$ cat config.mk
export PLATFORM = sky130hd
export DESIGN_NAME = addr_reg_buf
export DESIGN_NICKNAME = d
export VERILOG_FILES = /design/src/rtl/addr_reg_buf_pkg.sv /design/src/rtl/arb_rst_sync.sv /design/src/rtl/arb_lane_pick.sv /design/src/rtl/arb_cap_reg.sv /design/src/rtl/addr_reg_buf.sv
export SDC_FILE = /design/constraint.sdc
export NUM_CORES = 1
export LEC_CHECK = 0
export CAP_MARGIN = 20
export CELL_PAD_IN_SITES_DETAIL_PLACEMENT = 0
export CELL_PAD_IN_SITES_GLOBAL_PLACEMENT = 1
export CORE_AREA = 3 3 97 76
export CTS_CLUSTER_SIZE = 25
export DETAILED_ROUTE_END_ITERATION = 12
export DIE_AREA = 0 0 100 79
export GPL_ROUTABILITY_DRIVEN = 1
export HOLD_SLACK_MARGIN = 0.02
export PLACE_DENSITY_LB_ADDON = 0.1
export SETUP_SLACK_MARGIN = 0.3
export SYNTH_ARGS = -nofsm -noshare
export SYNTH_HDL_FRONTEND = slang
export SYNTH_HIERARCHICAL = 1
export SYNTH_SLANG_ARGS = --single-unit
$ cat constraint.sdc
create_clock -name clk -period 1.25 [get_ports clk]
set_input_delay 0.1875 -clock clk [delete_from_list [all_inputs] [get_ports clk]]
set_output_delay 0.1875 -clock clk [all_outputs]
set_load 0.005 [all_outputs]
$ cat src/rtl/addr_reg_buf_pkg.sv
// Package: shared widths and the latched configuration type for the
// registered address buffer. Assumes the narrow path fits inside the wide one.
package addr_reg_buf_pkg;
    localparam int unsigned WIDE_LANES   = 25;
    localparam int unsigned NARROW_LANES = 14;

    typedef struct packed {
        logic split;    // 1 = one-to-two fan-out
        logic lane_hi;  // split mode: take upper lanes
    } buf_cfg_t;
endpackage

$ cat src/rtl/arb_rst_sync.sv
// Reset release synchroniser. Asserts its output together with rst_n and
// raises it only after STAGES rising edges. Assumes STAGES >= 2.
module arb_rst_sync #(
    parameter int unsigned STAGES = 2
) (
    input  logic clk,
    input  logic rst_n,
    output logic ready
);
    logic [STAGES-1:0] shift_q;

    // Shift ones in after release; clear at once on assertion.
    always_ff @(posedge clk or negedge rst_n) begin
        if (!rst_n) shift_q <= '0;
        else        shift_q <= {shift_q[STAGES-2:0], 1'b1};
    end

    assign ready = shift_q[STAGES-1];
endmodule

$ cat src/rtl/arb_lane_pick.sv
// Input lane selector. Wide mode passes every lane. Split mode packs the
// chosen NARROW window into the low bits and zeroes the rest.
// Assumes NARROW <= WIDE.
module arb_lane_pick #(
    parameter int unsigned WIDE   = 25,
    parameter int unsigned NARROW = 14
) (
    input  logic              split,
    input  logic              lane_hi,
    input  logic [WIDE-1:0]   d_in,
    output logic [WIDE-1:0]   d_sel
);
    localparam int unsigned HI_BASE = WIDE - NARROW;

    // Choose the lane window for the current configuration.
    always_comb begin
        d_sel = '0;
        if (!split)       d_sel = d_in;
        else if (lane_hi) d_sel[NARROW-1:0] = d_in[HI_BASE +: NARROW];
        else              d_sel[NARROW-1:0] = d_in[NARROW-1:0];
    end
endmodule

$ cat src/rtl/arb_cap_reg.sv
// Capture register with hold. A synchronous active-low clear (srst_n)
// empties it; otherwise it loads d on every edge unless hold is high.
module arb_cap_reg #(
    parameter int unsigned W = 25
) (
    input  logic         clk,
    input  logic         srst_n,
    input  logic         hold,
    input  logic [W-1:0] d,
    output logic [W-1:0] q
);
    // Clear, hold, or load on each rising edge.
    always_ff @(posedge clk) begin
        if (!srst_n)   q <= '0;
        else if (!hold) q <= d;
    end


    property hold_keeps_p;
        @(posedge clk) disable iff (!srst_n) hold |=> $stable(q);
    endproperty
    hold_keeps_chk: assert property (hold_keeps_p);
endmodule

$ cat src/rtl/addr_reg_buf.sv
// Top of the configurable registered address buffer. It latches the mode
// inputs while the reset is settling, registers the control lines with no
// gating, registers the selected data lanes under dual chip-select hold, and
// forces every output to zero combinationally while rst_n is low.
// Assumes mode inputs are stable across reset release.
module addr_reg_buf
    import addr_reg_buf_pkg::*;
#(
    parameter int unsigned WIDE       = WIDE_LANES,
    parameter int unsigned NARROW     = NARROW_LANES,
    parameter int unsigned SYNC_DEPTH = 2
) (
    input  logic              clk,
    input  logic              rst_n,
    input  logic              mode_split,
    input  logic              lane_hi,
    input  logic              cs_n_a,
    input  logic              cs_n_b,
    input  logic              cke_in,
    input  logic              odt_in,
    input  logic [WIDE-1:0]   d_in,
    output logic              cke_q_a,
    output logic              cke_q_b,
    output logic              odt_q_a,
    output logic              odt_q_b,
    output logic              cs_q_a,
    output logic              cs_q_b,
    output logic [WIDE-1:0]   q_a,
    output logic [NARROW-1:0] q_b
);
    localparam int unsigned CTL_W = 3;

    logic              ready;
    buf_cfg_t          cfg_q;
    logic [WIDE-1:0]   d_sel;
    logic [WIDE-1:0]   data_q;
    logic [CTL_W-1:0]  ctl_q;
    logic              gate_hold;

    arb_rst_sync #(.STAGES(SYNC_DEPTH)) u_sync (
        .clk   (clk),
        .rst_n (rst_n),
        .ready (ready)
    );

    // Sample the mode pins only until the reset has settled.
    always_ff @(posedge clk) begin
        if (!ready) cfg_q <= '{split: mode_split, lane_hi: lane_hi};
    end

    arb_lane_pick #(.WIDE(WIDE), .NARROW(NARROW)) u_pick (
        .split   (cfg_q.split),
        .lane_hi (cfg_q.lane_hi),
        .d_in    (d_in),
        .d_sel   (d_sel)
    );

    // Data holds only when both chip selects are inactive.
    assign gate_hold = cs_n_a & cs_n_b;

    arb_cap_reg #(.W(WIDE)) u_data (
        .clk    (clk),
        .srst_n (ready),
        .hold   (gate_hold),
        .d      (d_sel),
        .q      (data_q)
    );

    arb_cap_reg #(.W(CTL_W)) u_ctl (
        .clk    (clk),
        .srst_n (ready),
        .hold   (1'b0),
        .d      ({cke_in, odt_in, cs_n_a}),
        .q      (ctl_q)
    );

    // Drive the A and B copies, masked to zero while rst_n is low.
    always_comb begin
        q_a     = data_q & {WIDE{rst_n}};
        cke_q_a = ctl_q[2] & rst_n;
        odt_q_a = ctl_q[1] & rst_n;
        cs_q_a  = ctl_q[0] & rst_n;
        if (cfg_q.split) begin
            q_b     = data_q[NARROW-1:0] & {NARROW{rst_n}};
            cke_q_b = cke_q_a;
            odt_q_b = odt_q_a;
            cs_q_b  = cs_q_a;
        end else begin
            q_b     = '0;
            cke_q_b = 1'b0;
            odt_q_b = 1'b0;
            cs_q_b  = 1'b0;
        end
    end

    // Output-level checks on reset, disabled copies and fan-out.
    always_comb begin

        if (!rst_n) rst_low_chk: assert (q_a == '0 && q_b == '0 && !cke_q_a && !cs_q_a);

        if (!cfg_q.split) b_off_chk: assert (q_b == '0 && !cke_q_b && !odt_q_b && !cs_q_b);

        if (cfg_q.split) fanout_chk: assert (q_b == q_a[NARROW-1:0]);
    end


    property ctl_follow_p;
        @(posedge clk) disable iff (!rst_n)
            ready |=> (ctl_q == $past({cke_in, odt_in, cs_n_a}));
    endproperty
    ctl_follow_chk: assert property (ctl_follow_p);


    property cfg_static_p;
        @(posedge clk) disable iff (!rst_n) ready |=> $stable(cfg_q);
    endproperty
    cfg_static_chk: assert property (cfg_static_p);


    property settle_low_p;
        @(posedge clk) disable iff (!rst_n) !ready |=> (ctl_q == '0 || ready);
    endproperty
    settle_low_chk: assert property (settle_low_p);
endmodule

==> impl_results.md <==
* Boundary pin count at a little under 80
* Commonest cells post-synth: nor2b_1, and2_1, dfxtp_1, mux2i_1, and3_1
* Mean Syn Cell Area at 10.3 um2
* CTS sink count at 32
* CP Class: reg2reg
* Post-synth EDFFs at 2
* Most numerous cell on the critical path: buf_6
* Remaining DRCs at 0
* Count leader, synth: nor2b_1
* Clock power share at 28.5%
* Logic pwr share at 27.9%
* Sw Pwr at around 670 uW
* RR Endpoint: u_data/q[8]
* Tmin final at approximately 1600 ps
* Detailed Routing Iterations Pass 1 at 3
* Gr usage total at 14.7%
* Share of cells above drive strength 1 at 60.6%
* Peak supply drop at 0.499 mV
* Latest clock arrival within the worst-skew pair at 280 ps
* Die W at around 100 um
* CP Capture Type: flop
* Initial drt markers at 13
* Final hold vios at 0
* Largest net degree at the start of global routing at 26
* Cell area after synthesis at around 0.0018 mm2
* Synthesized flop and latch total at 32
* Largest area contributor in the netlist: dfxtp_1
* Util after Layout at 52.5%
* Avg WL per Cell at 15.7 um
* Max incr delay on CP at around 430 ps
* Final #Nets at between 300 and 400
* Setup crit start: cfg_q[1]
* Root buffer cell: clkbuf_8
* Period utilisation layout at 124%
* CTS tree: built
* Antenna-violating nets left at 0
* Die height at 79 um
* Max Cap Viol at 0
* Crit path depth at 7
* Syn-to-layout area delta at 85.2%
* Crit path to: u_data/q[8]
* Sequential fraction of the synthesis area at 37.3%
* P_leak at 0.00148 uW
* DR vias/cell at 4.23
* N_diodes at 0
* R2R setup slack at -300 ps
* Vias in the first global route at 1607
* Crit path launch type: flop
* RSZ-0062 raised after global routing: yes
* Row count at 25
* Crit path max-delay cell type: edfxtp_1
* HPWL after DPL at approximately 3.5 mm
* PD cells at 794 mW/mm2
* Clk buf depth at 2
* Async SR Flop Fraction at 6.25%
* Buf/Inv on CP at 3
* Initial antenna violation count at 0
* GPL Wtd Cong at 0.724
* DP Area at 0.00271 mm2
* P_int at 1980 uW
* Clk slew on worst S/H paths at 70 ps
* Fin Setup TNS at -7970 ps
* Tot Pwr at 2650 uW
* Final instance area at 0.00333 mm2
* Gr ovfl total at 0
* Synth top area cells: dfxtp_1, mux2i_1, nor2b_1
* Post-Route WL at 5.61 mm
* Crit Path Max Fanout at 6
* Delay-heaviest family, CP: multiplexers
* Length in cells of the worst reg-to-reg path at 7
* Core area at 0.00635 mm2
* Final slew viol count at 0
* Ys flop type: dfxtp_1
* Total Die Area at 0.00790 mm2
* CP required at about 1400 ps
* Critical-path cell list: buf_6 -> buf_6 -> nand2_8 -> buf_12 -> mux2_4 -> mux2i_1 -> nor2b_1
* Synthesis Warnings at 6
* Initial Util at 28.3%
* Failing checks: setup timing
* Switching fraction of total power at 25.2%
* Arr. time, crit path at 1720 ps
* Status: finished with violations
* Area fraction of the dominant cell type after synthesis at 31.2%
* Fmax at 644 MHz
* First-pass GRT wire length at around 9 mm
* Yosys cell types at 19
* Clk_skew at 10.3 ps
* CTS HTree Levels at 2
* Reg2Reg Launch Point: cfg_q[1]
* Final Setup Violations at 39
* Port Buffers at slightly below 80
* Class of the worst hold path: reg2reg
* Filler Cells Inserted at 559
* TritonCTS buffer count at 5
* Synthesized instance count at 175
* Sequential Power Share at 43.6%
* Vias at 1515
* Setup ws final at -303 ps
[repair_timing]
action | 4_1_cts | 5_1_grt
gates resized for setup | 264 | 49
cloned | 5 | 0
hold endpoints to repair | 2 | 0
buffers inserted | 12 | 1
pin swaps | 34 | 0
endpoints found under the setup margin | 73 | 70
hold buffers | 1 | 0
[cell usage in the layout, fill, tap and decap left out]
cell	count
dfxtp_2	27
mux2i_1	28
nor2b_2	4
buf_2	4
dlygate4sd3_1	1
buf_16	3
and3_4	17
nor2b_4	2
mux2_4	14
buf_12	5
buf_4	9
buf_8	1
dfxtp_1	1
dfrtp_1	1
and2_1	5
dfrtp_2	1
edfxtp_1	2
conb_1	4
and2b_1	1
clkinv_2	2
clkbuf_8	5
inv_1	1
nand2_8	1
and2_4	24
buf_6	47
nor2b_1	32
bufbuf_16	2
clkinv_1	1
clkdlybuf4s50_1	32
[metrics by stage]
step | setup WS, ps | cells | hold slack [ps]
3_5_place_dp | -525 | 331 | 335
6_report | -303 | 358 | 355
5_1_grt | -400 | 358 | 369
3_3_place_gp | -524 | 331 | 334
4_1_cts | -278 | 357 | 351
2_1_floorplan | -97.7 | 177 | -108
[cell type report]
type | count | area [um2] | area share [%]
multi-input combinational | 132 | 1230 | 36.9
timing repair buffer | 104 | 1210 | 36.3
sequential | 32 | 706 | 21.2
tap | 81 | 101 | 3.04
clock buffer | 5 | 68.8 | 2.07
clock inverter | 3 | 13.8 | 0.413
inverter | 1 | 3.75 | 0.113
[worst min-delay path by stage]
stage	startpoint	endpoint	slack (ps)	depth (start not counted)
2_1_floorplan	rst_n	u_sync/shift_q[0]	-110	0
3_3_place_gp	u_sync/shift_q[0]	u_sync/shift_q[1]	330	0
3_5_place_dp	u_sync/shift_q[0]	u_sync/shift_q[1]	330	0
4_1_cts	u_sync/shift_q[0]	u_sync/shift_q[1]	350	0
5_1_grt	u_sync/shift_q[0]	u_sync/shift_q[1]	370	0
6_report	u_sync/shift_q[0]	u_sync/shift_q[1]	360	0
[kinds of logic (layout without fill, tap and decap cells)]
family | count (synthesis) | in the layout | synth area share (%)
and+or+nand+nor | 86 | 86 | 30.2
muxes | 42 | 42 | 26.4
DFF | 32 | 32 | 37.3
buffers and inverters | 13 | 113 | 5.70
other | 2 | 4 | 0.417
[flip-flops by register name (all words and copies together) (netlist names)]
name and flops:
u_ctl/q 3, u_sync/shift_q 2, cfg_q 2, u_data/q 25
[power groups by stage]
stage / Combinational, uW / Clock [uW] / Sequential, uW
floorplan: 281 / 0 / 1140
global placement: 545 / 0 / 1160
detailed placement: 546 / 0 / 1160
CTS: 674 / 774 / 1150
global route: 794 / 825 / 1160
finish: 739 / 754 / 1150
[per-layer routing]
metal | vias to the layer above | track usage (%) | routed length, um
li1 | 779 | - | -
met3 | 0 | 3.34 | 233
met2 | 31 | 24.1 | 2710
met5 | - | 0 | 0
met1 | 705 | 20.0 | 2670
met4 | 0 | 2.83 | 0
Note: power is estimated with default switching activity, not from simulation.
